### src/rtl/mmd_pkg.sv
package mmd_pkg;
    localparam int ADDR_W    = 16;
    localparam int PAGE_W    = 6;
    localparam int WIN_W     = 14;
    localparam int PHYS_W    = PAGE_W + WIN_W;
    localparam int TAG_W     = ADDR_W - WIN_W;
    localparam int NREL      = 3;
    localparam int NRES      = 5;
    localparam int CFG_SEL_W = 2;

    localparam int RES_REG   = 0;
    localparam int RES_RAM   = 1;
    localparam int RES_EE    = 2;
    localparam int RES_FLASH = 3;
    localparam int RES_EXT   = 4;

    localparam logic [TAG_W-1:0]  TAG_LOW  = 2'b00;
    localparam logic [TAG_W-1:0]  TAG_FIXL = 2'b01;
    localparam logic [TAG_W-1:0]  TAG_WIN  = 2'b10;
    localparam logic [TAG_W-1:0]  TAG_FIXH = 2'b11;
    localparam logic [PAGE_W-1:0] PAGE_RST = 6'h00;
    localparam logic [PAGE_W-1:0] FIX_LO   = 6'h3E;
    localparam logic [PAGE_W-1:0] FIX_HI   = 6'h3F;

    typedef struct packed {
        logic [PAGE_W-1:0]                page;
        logic [NREL-1:0][ADDR_W-1:0]      base;
    } cfg_t;

    typedef struct packed {
        logic              valid;
        logic              rw;
        logic [NRES-1:0]   sel;
        logic [PHYS_W-1:0] phys;
    } out_t;

    // size of relocatable resource i as log2 of bytes
    function automatic int rel_log2(input int i);
        return (i == RES_REG) ? 10 : 12;
    endfunction

    function automatic logic [ADDR_W-1:0] rel_reset(input int i);
        return (i == RES_RAM) ? 16'h3000 : 16'h0000;
    endfunction

    function automatic logic [ADDR_W-1:0] align_mask(input int i);
        logic [ADDR_W-1:0] one;
        one = 1;
        return ~((one << rel_log2(i)) - one);
    endfunction

    function automatic cfg_t cfg_reset();
        cfg_t c;
        c.page = PAGE_RST;
        for (int i = 0; i < NREL; i++) c.base[i] = rel_reset(i);
        return c;
    endfunction
endpackage

### src/rtl/mmd_cfg_regs.sv
module mmd_cfg_regs
    import mmd_pkg::*;
(
    input  logic                 clk,
    input  logic                 rst_n,
    input  logic                 we,
    input  logic [CFG_SEL_W-1:0] wsel,
    input  logic [ADDR_W-1:0]    wdata,
    output cfg_t                 cfg
);
    cfg_t cfg_d, cfg_q;

    always_comb begin
        cfg_d = cfg_q;
        if (we) begin
            if (wsel == '0) begin
                cfg_d.page = wdata[PAGE_W-1:0];
            end else begin
                for (int i = 0; i < NREL; i++) begin
                    if (int'(wsel) == i + 1) cfg_d.base[i] = wdata & align_mask(i);
                end
            end
        end
    end

    always_ff @(posedge clk) begin
        if (!rst_n) cfg_q <= cfg_reset();
        else        cfg_q <= cfg_d;
    end

    assign cfg = cfg_q;

    a_r8_page_load: assert property (@(posedge clk) disable iff (!rst_n)
        (we && wsel == '0) |=> (cfg_q.page == $past(wdata[PAGE_W-1:0])));
    a_r8_hold: assert property (@(posedge clk) disable iff (!rst_n)
        !we |=> $stable(cfg_q));
endmodule

### src/rtl/mmd_win_match.sv
module mmd_win_match #(
    parameter int ADDR_W    = 16,
    parameter int SIZE_LOG2 = 12
) (
    input  logic [ADDR_W-1:0] addr,
    input  logic [ADDR_W-1:0] base,
    output logic              hit
);
    localparam int TOP_W = ADDR_W - SIZE_LOG2;
    logic [TOP_W-1:0] a_top, b_top;

    always_comb begin
        a_top = addr[ADDR_W-1:SIZE_LOG2];
        b_top = base[ADDR_W-1:SIZE_LOG2];
        hit   = (a_top == b_top);
    end
endmodule

### src/rtl/mmd_xlate.sv
module mmd_xlate
    import mmd_pkg::*;
(
    input  logic [ADDR_W-1:0] addr,
    input  logic [PAGE_W-1:0] page,
    output logic [PHYS_W-1:0] phys
);
    logic [TAG_W-1:0] tag;

    always_comb begin
        tag = addr[ADDR_W-1:WIN_W];
        unique case (tag)
            TAG_WIN:  phys = {page,   addr[WIN_W-1:0]};
            TAG_FIXL: phys = {FIX_LO, addr[WIN_W-1:0]};
            TAG_FIXH: phys = {FIX_HI, addr[WIN_W-1:0]};
            default:  phys = {{(PHYS_W-ADDR_W){1'b0}}, addr};
        endcase
    end
endmodule

### src/rtl/mem_map_decoder.sv
module mem_map_decoder
    import mmd_pkg::*;
(
    input  logic        clk,
    input  logic        rst_n,
    input  logic [15:0] cpu_addr,
    input  logic        cpu_rw,
    input  logic        cpu_strb,
    input  logic        cfg_we,
    input  logic [1:0]  cfg_sel,
    input  logic [15:0] cfg_wdata,
    output logic [4:0]  sel_o,
    output logic [19:0] phys_o,
    output logic        valid_o,
    output logic        rw_o
);
    cfg_t              cfg;
    logic [NRES-1:0]   hit;
    logic [NRES-1:0]   pick;
    logic [PHYS_W-1:0] phys_c;
    out_t              out_d, out_q;

    mmd_cfg_regs u_cfg (
        .clk   (clk),
        .rst_n (rst_n),
        .we    (cfg_we),
        .wsel  (cfg_sel),
        .wdata (cfg_wdata),
        .cfg   (cfg)
    );

    for (genvar g = 0; g < NREL; g++) begin : g_rel
        mmd_win_match #(.ADDR_W(ADDR_W), .SIZE_LOG2(rel_log2(g))) u_match (
            .addr (cpu_addr),
            .base (cfg.base[g]),
            .hit  (hit[g])
        );
    end

    assign hit[RES_FLASH] = (cpu_addr[ADDR_W-1:WIN_W] != TAG_LOW);
    assign hit[RES_EXT]   = 1'b1;

    mmd_xlate u_xlate (
        .addr (cpu_addr),
        .page (cfg.page),
        .phys (phys_c)
    );

    // fixed precedence: lowest index wins
    always_comb begin
        logic found;
        pick  = '0;
        found = 1'b0;
        for (int i = 0; i < NRES; i++) begin
            if (hit[i] && !found) begin
                pick[i] = 1'b1;
                found   = 1'b1;
            end
        end
    end

    always_comb begin
        out_d       = '0;
        out_d.valid = cpu_strb;
        if (cpu_strb) begin
            out_d.rw   = cpu_rw;
            out_d.sel  = pick;
            out_d.phys = phys_c;
        end
    end

    always_ff @(posedge clk) begin
        if (!rst_n) out_q <= '0;
        else        out_q <= out_d;
    end

    assign sel_o   = out_q.sel;
    assign phys_o  = out_q.phys;
    assign valid_o = out_q.valid;
    assign rw_o    = out_q.rw;

    a_r9_latency: assert property (@(posedge clk) disable iff (!rst_n)
        cpu_strb |=> (valid_o && rw_o == $past(cpu_rw)));
    a_r7_idle: assert property (@(posedge clk) disable iff (!rst_n)
        !cpu_strb |=> (!valid_o && sel_o == '0));
    a_r7_onehot: assert property (@(posedge clk) disable iff (!rst_n)
        valid_o |-> $onehot(sel_o));
    a_r2_window: assert property (@(posedge clk) disable iff (!rst_n)
        (cpu_strb && cpu_addr[15:14] == TAG_WIN)
        |=> (phys_o[PHYS_W-1:WIN_W] == $past(cfg.page)));
    a_r6_reg_first: assert property (@(posedge clk) disable iff (!rst_n)
        (cpu_strb && hit[RES_REG]) |=> sel_o[RES_REG]);
    a_r6_ram_over_ee: assert property (@(posedge clk) disable iff (!rst_n)
        (cpu_strb && hit[RES_RAM] && !hit[RES_REG]) |=> sel_o[RES_RAM]);
endmodule

### config.mk
export PLATFORM = sky130hd
export DESIGN_NAME = mem_map_decoder
export DESIGN_NICKNAME = d
export VERILOG_FILES = /design/src/rtl/mmd_pkg.sv /design/src/rtl/mmd_cfg_regs.sv /design/src/rtl/mmd_win_match.sv /design/src/rtl/mmd_xlate.sv /design/src/rtl/mem_map_decoder.sv
export SDC_FILE = /design/constraint.sdc
export NUM_CORES = 1
export LEC_CHECK = 0
export BUFFER_PORTS_ARGS = -buffer_cell sky130_fd_sc_hd__buf_2
export CAP_MARGIN = 20
export CORE_AREA = 2 2 66 68
export CTS_BUF_LIST = sky130_fd_sc_hd__clkbuf_4 sky130_fd_sc_hd__clkbuf_8
export CTS_CLUSTER_SIZE = 8
export DETAILED_ROUTE_END_ITERATION = 7
export DIE_AREA = 0 0 68 70
export GPL_TIMING_DRIVEN = 1
export PLACE_DENSITY = 0.71
export SLEW_MARGIN = 25
export SYNTH_ARGS = -nofsm -noshare
export SYNTH_HDL_FRONTEND = slang
export SYNTH_SLANG_ARGS = --single-unit
### constraint.sdc
create_clock -name clk -period 1.5 [get_ports clk]
set_clock_uncertainty 0.05 [all_clocks]
set_input_delay 0.3 -clock clk [delete_from_list [all_inputs] [get_ports clk]]
set_output_delay 0.3 -clock clk [all_outputs]
set_load 0.03 [all_outputs]
## After elaboration in Yosys (flattened, before gate mapping)

Index checks and enable logic that the tools add are counted.

| word-level totals | value |
|---|---|
| bits in registers | 47 |
| output and inout bits | 27 |
| logic and storage cells | 40 |

| operators by class | value |
|---|---|
| equality and inequality tests | 9 |
| multiplexer cells | 9 |
| bitwise logic cells | 1 |
| reduce and logical (&&, ||, !) cells | 13 |

Operators with widths:

| kind | number |
|---|---|
| 20-bit one-hot mux with 3 select lines | 1 |
| 3-bit AND reduction | 3 |
| 2-bit equality test, second input constant | 4 |
| 4-bit equality test | 2 |
| 1-bit two-way mux | 8 |
| 6-bit equality test | 1 |
| 2-bit by 1-bit equality test with 1-bit output, second input constant | 2 |
| 2-bit AND reduction | 2 |
| 1-bit logical AND | 3 |
| 1-bit zero test | 3 |
| 2-bit zero test | 1 |
| 2-bit nonzero test | 1 |
| 1-bit NOT | 1 |

## Depth between registers and ports, before layout

| depth | value |
|---|---|
| depth after elaboration | 12 |
| depth in mapped cells | 4 |

## Hierarchy

A second synthesis with hierarchy kept.

| second synthesis, totals | value |
|---|---|
| cell total of the unflattened synthesis | 217 |
| area total of the unflattened synthesis | 2167.1 µm² |

By module, submodules not included:

| module | instances | cells an instance | area an instance (µm²) | seq. area each (µm²) |
|---|---|---|---|---|
| mmd_cfg_regs | 1 | 118 | 1067.3 | 400.4 |
| mem_map_decoder | 1 | 61 | 779.5 | 540.5 |
| mmd_xlate | 1 | 20 | 156.4 | 0.0 |
| mmd_win_match at g_rel[1].u_match ... | 2 | 5 | 47.5 | 0.0 |
| mmd_win_match at g_rel[0].u_match | 1 | 8 | 68.8 | 0.0 |

## Least setup slack after synthesis

OpenSTA, ideal clock, no wires.

| timing path | value |
|---|---|
| kind | input to register |
| start point | input cpu_addr[14] |
| end point | register out_q (netlist bit sel_o[2]) |
| library setup time | 0.118 ns |
| arrival | 1.287 ns |
| required time | 1.332 ns |
| setup slack | 0.045 ns |
| cell stages on the path | 4 |
| cell sequence | buf_6 > xor2_2 > or4_4 > o2111a_1 |

| between the ends | value |
|---|---|
| word-level cells in the longest chain between the ends | 8 |
| elaborated cells between the ends (all ways) | 10 |

Ends and longest elaborated chain:

| what | line | RTL |
|---|---|---|
| from (decl) | mem_map_decoder.sv:6 | `input logic [15:0] cpu_addr,` |
| 6-bit equality test | mmd_win_match.sv:15 | `hit = (a_top == b_top);` |
| 1-bit two-way mux | mem_map_decoder.sv:55 | `if (hit[i] && !found) begin` |
| 1-bit zero test | mem_map_decoder.sv:55 |  |
| 1-bit logical AND | mem_map_decoder.sv:55 |  |
| 1-bit two-way mux | mem_map_decoder.sv:55 |  |
| 1-bit zero test | mem_map_decoder.sv:55 |  |
| 1-bit logical AND (*) | mem_map_decoder.sv:55 |  |
| 1-bit two-way mux (*) | mem_map_decoder.sv:55 |  |
| to (signal assigned) | mem_map_decoder.sv:74 | `else out_q <= out_d;` |
| to (decl) | mem_map_decoder.sv:21 | `out_t out_d, out_q;` |

Mark *: on every way between the ends. The rest lies on a longest branch, timed or not.
A chain may end at the register's enable or synchronous reset.

## Worst setup path in the final report

| timing path | value |
|---|---|
| start point | register u_cfg.cfg_q (netlist bit u_cfg.cfg[14]) |
| end point | register out_q (netlist bit sel_o[2]) |

| between the ends | value |
|---|---|
| word-level cells in the longest chain between the ends | 8 |

Ends and longest elaborated chain:

| what | line | RTL |
|---|---|---|
| from (decl) | mmd_cfg_regs.sv:11 | `cfg_t cfg_d, cfg_q;` |
| from (signal assigned) | mmd_cfg_regs.sv:27 | `if (!rst_n) cfg_q <= cfg_reset();` |
| from (signal assigned) | mmd_cfg_regs.sv:28 | `else cfg_q <= cfg_d;` |
| 6-bit equality test (*) | mmd_win_match.sv:15 |  |
| 1-bit two-way mux (*) | mem_map_decoder.sv:55 |  |
| 1-bit zero test | mem_map_decoder.sv:55 |  |
| 1-bit logical AND | mem_map_decoder.sv:55 |  |
| 1-bit two-way mux (*) | mem_map_decoder.sv:55 |  |
| 1-bit zero test (*) | mem_map_decoder.sv:55 |  |
| 1-bit logical AND (*) | mem_map_decoder.sv:55 |  |
| 1-bit two-way mux (*) | mem_map_decoder.sv:55 |  |

Marked as above.

==> results <==
- The share of synthesized flip-flops with an asynchronous set or reset is 0.
- The count of state elements after synthesis is between 40 and 50.
- The portion of the clock cycle consumed by the worst path in the final layout is 0.955.
- TritonCTS built the clock tree.
- The total routed wirelength is 3420 um.
- Of the post-synthesis cell area, the dominant cell type holds 0.543.
- The count of H-tree levels built during CTS is 2.
- Setup violations remaining at the end of the flow were counted as 0.
- The filler cell count is 382.
- Setup repair after global routing left no endpoint under its margin.
- The post-synthesis net count is between 150 and 200.
- The basic-gate share of the synthesized area counting and, or, nand and nor cells is 0.191.
- The share of synthesized area occupied by flip-flops and latches is 0.543.
- Of all cell types, the one taking the most synthesized area is dfxtp_1.
- The clock tree root driver cell is clkbuf_8.
- The fraction of the mapped netlist area in compound gates is 0.0520.
- Summing all multi-input logic gate instances after layout gives 751 um2.
- The hold buffer count at CTS is 0.
- The synthesized area per cell is ~11 um2.
- In this run the power density over the cells is approximately 1100 nW/um2.
- The share of total power dissipated in the clock network is 0.366.
- The final worst slack is around 0.068 ns.
- The net switching share of the total power is 0.230.
- The minimum period implied by the final worst setup slack is 1.43 ns.
- The number of standard cells after synthesis is 155.
- The number of antenna violations at the first check in global routing is 0.
- After detailed routing, the number of remaining DRC violations is 0.
- The first global-routing pass estimated around 5800 um of wire.
- The dominant combinational cell family by area after synthesis is simple AND/OR/NAND/NOR gates.
- The area taken by flip-flops and latches is about 940 um2.
- The share of total power dissipated in sequential elements is 0.514.
- The congestion estimate from routability-driven global placement came to roughly 0.74.
- Counting flops with a built-in enable in the synthesized netlist gives 0.
- The vias after detailed routing is 1303.
- The total routing usage reported by global routing is 0.161.
- For the pin with the worst max-slew slack, the measured transition is 0.432 ns.
- The min-delay analysis places its worst path in the category in2reg.
- The number of setup buffers added after CTS is 0.
- The number of port buffers is between 60 and 70.
- The maximum number of buffers from clock root to sink is 2.
- The count of final max-slew check failures is 0.
- The die is 68 um wide.
- After floorplanning, the core was divided into 24 placement rows.
- The net count of the finished layout is 263.
- The required time of the worst setup path is 1.64 ns.
- Along the worst path, the maximum fanout reaches 2.
- The share of total power dissipated in combinational logic is 0.120.
- By startpoint and endpoint, the worst setup path is classified as reg2reg.
- The commonest register cell after synthesis is dfxtp_1.
- The per-cell via count in the routed design is 4.70.
- The area of the mapped netlist is 1730 um2.
- VDD sags by at most 0.437 mV.
- Counting distinct cell types in the post-synthesis netlist gives 28.
- In this run the tightest slew margin relative to its limit is 0.712.
- The area growth from synthesis to layout is 29.6%.
- For this configuration, the core starts out at a cell density of 0.418.
- The total I/O pin count is 66.
- The clock-pin slew of the registers on the worst-case setup and hold paths is roughly 0.080 ns.
- The remaining global-route overflow is 0.
- The clock buffer count from CTS is 5.
- The adder-cell share of the synthesized area is 0.
- For this block, the initial DRC count from the detailed router was 64.
- Max-cap violations in this run came to 0.
- Summed over all cells, the static leakage comes to 1.14 nW.
- The final-report hold violation count was 0.
- The element type at the critical path start is a flop.
- Once the clock tree was built, the resizer swapped 0 gates to a different size.
- The XOR/XNOR share of the synthesized area is 0.0751.
- Based on the critical path, the design can be clocked at up to 698 MHz.
- By area the synthesized netlist is led by dfxtp_1 (54%), mux2i_1 (12%), nor2b_1 (6.5%).
- The arrival time at the worst endpoint is 1.57 ns.
- Yosys printed 0 warnings.
- In the final routed layout, each cell accounts on average for 12.3 um.
- The clock latency of the later-clocked register in the worst-skew pair is slightly below 0.3 ns.
- The antenna diode instance count is 0.
- The flow ran to the end, and the final reports show no timing, DRC or antenna violations.
- The design internal power is 0.00196 W.
- STA classifies the critical path endpoint as a flop.
- The tightest hold path in the finished design has a slack of 0.190 ns.
- The total clock sinks is 47.
- The first detailed-routing pass took 4 iterations.
- The pre-CTS setup slack is -0.00794 ns.
- The height of the die is 70 um.
- The number of global-route vias before repair is around 1.3k.
- The portion of synthesized area spent on multiplexers is 0.116.
- In the final layout, the share of cells above drive strength 1 is 0.369.
- Once detail routing completed, the nets flagged for antenna violations numbered 0.
- Entering global routing, the biggest net connects 36 pins.
- The region available for standard cell placement spans 4140 um2.
- The die covers 4760 um2.
- The switching component of the power is ~0.00059 W.
- The final HPWL from detailed placement is about 2600 um.
-- cells by family (layout without fill, tap and decap cells) --
kind of cell	count (synthesis)	in the layout
AO/OA/AOI/OAI	12	12
buffers and inverters	8	78
AND/OR/NAND/NOR	54	54
multiplexers	20	20
XOR/XNOR	14	14
flip-flops	47	47
-- critical path: stages (launching register included) --
cell	delay, ns
dfxtp_1	0.34
xor2_2	0.19
or4_4	0.52
o2111a_1	0.24
-- power groups by stage --
stage	sequential, W	clock, W	combinational, W
after CTS	0.00131	0.000953	0.000309
after detailed placement	0.00134	0	0.000308
final	0.00131	0.000933	0.000305
after global placement	0.00134	0	0.000302
after floorplan	0.00139	0	0.000135
after global routing	0.00132	0.00101	0.000335
-- routing by layer --
| layer | GRT usage | part of all wire |
|---|---|---|
| met5 | 0 | 0 |
| met4 | 0.0667 | 0.019 |
| met3 | 0.0354 | 0.038 |
| met2 | 0.280 | 0.53 |
| met1 | 0.184 | 0.41 |
-- registers in the layout, summed over array words and instances (netlist names) --
signal     flops
rw_o           1
phys_o        20
sel_o          5
valid_o        1
u_cfg.cfg     20
-- metrics by stage --
stage	total power, W	cells	utilization	area (um2)	setup TNS, ns
after floorplan	0.00153	155	-	1730	0
after global placement	0.00164	269	0.513	2130	0
after detailed placement	0.00165	269	0.513	2130	-0.00794
after CTS	0.00257	277	0.541	2240	0
after global routing	0.00266	277	0.541	2240	0
final	0.00255	277	0.541	2240	0
-- cell usage in the layout, fill, tap and decap left out, drive strengths merged, types with 4 or more instances in the layout --
cell and n:
buf 69, dfxtp 47, mux2i 20, nor2b 18, and3 15, xor2 10
nor2 7, clkbuf 6, a21oi 5, xnor2 4
-- cell usage after synthesis (3+ instances only) --
cell type	n
and3_1	15
nor2b_1	18
dfxtp_1	47
xor2_1	9
nor2_1	7
mux2i_1	20
clkbuf_1	4
xnor2_1	4
nand2_1	3
a21oi_1	5
-- area by class of cell --
class | count | share of cell area
tap | 52 | 0.0290
timing repair buffer | 69 | 0.163
sequential | 47 | 0.419
multi-input combinational | 100 | 0.335
clock inverter | 2 | 0.0156
clock buffer | 6 | 0.0368
inverter | 1 | 0.00167
-- path summary, 6_finish.rpt --
check	startpoint	endpoint	slack, ns	cells after the start
worst min-delay path	cpu_addr[8]	phys_o[8]	0.19	2
worst min register to register	u_cfg.cfg[50]	phys_o[16]	0.45	2
worst max register to register	u_cfg.cfg[14]	sel_o[2]	0.07	3
worst max-delay path	u_cfg.cfg[14]	sel_o[2]	0.07	3
Note: power is estimated with default switching activity, not from simulation.
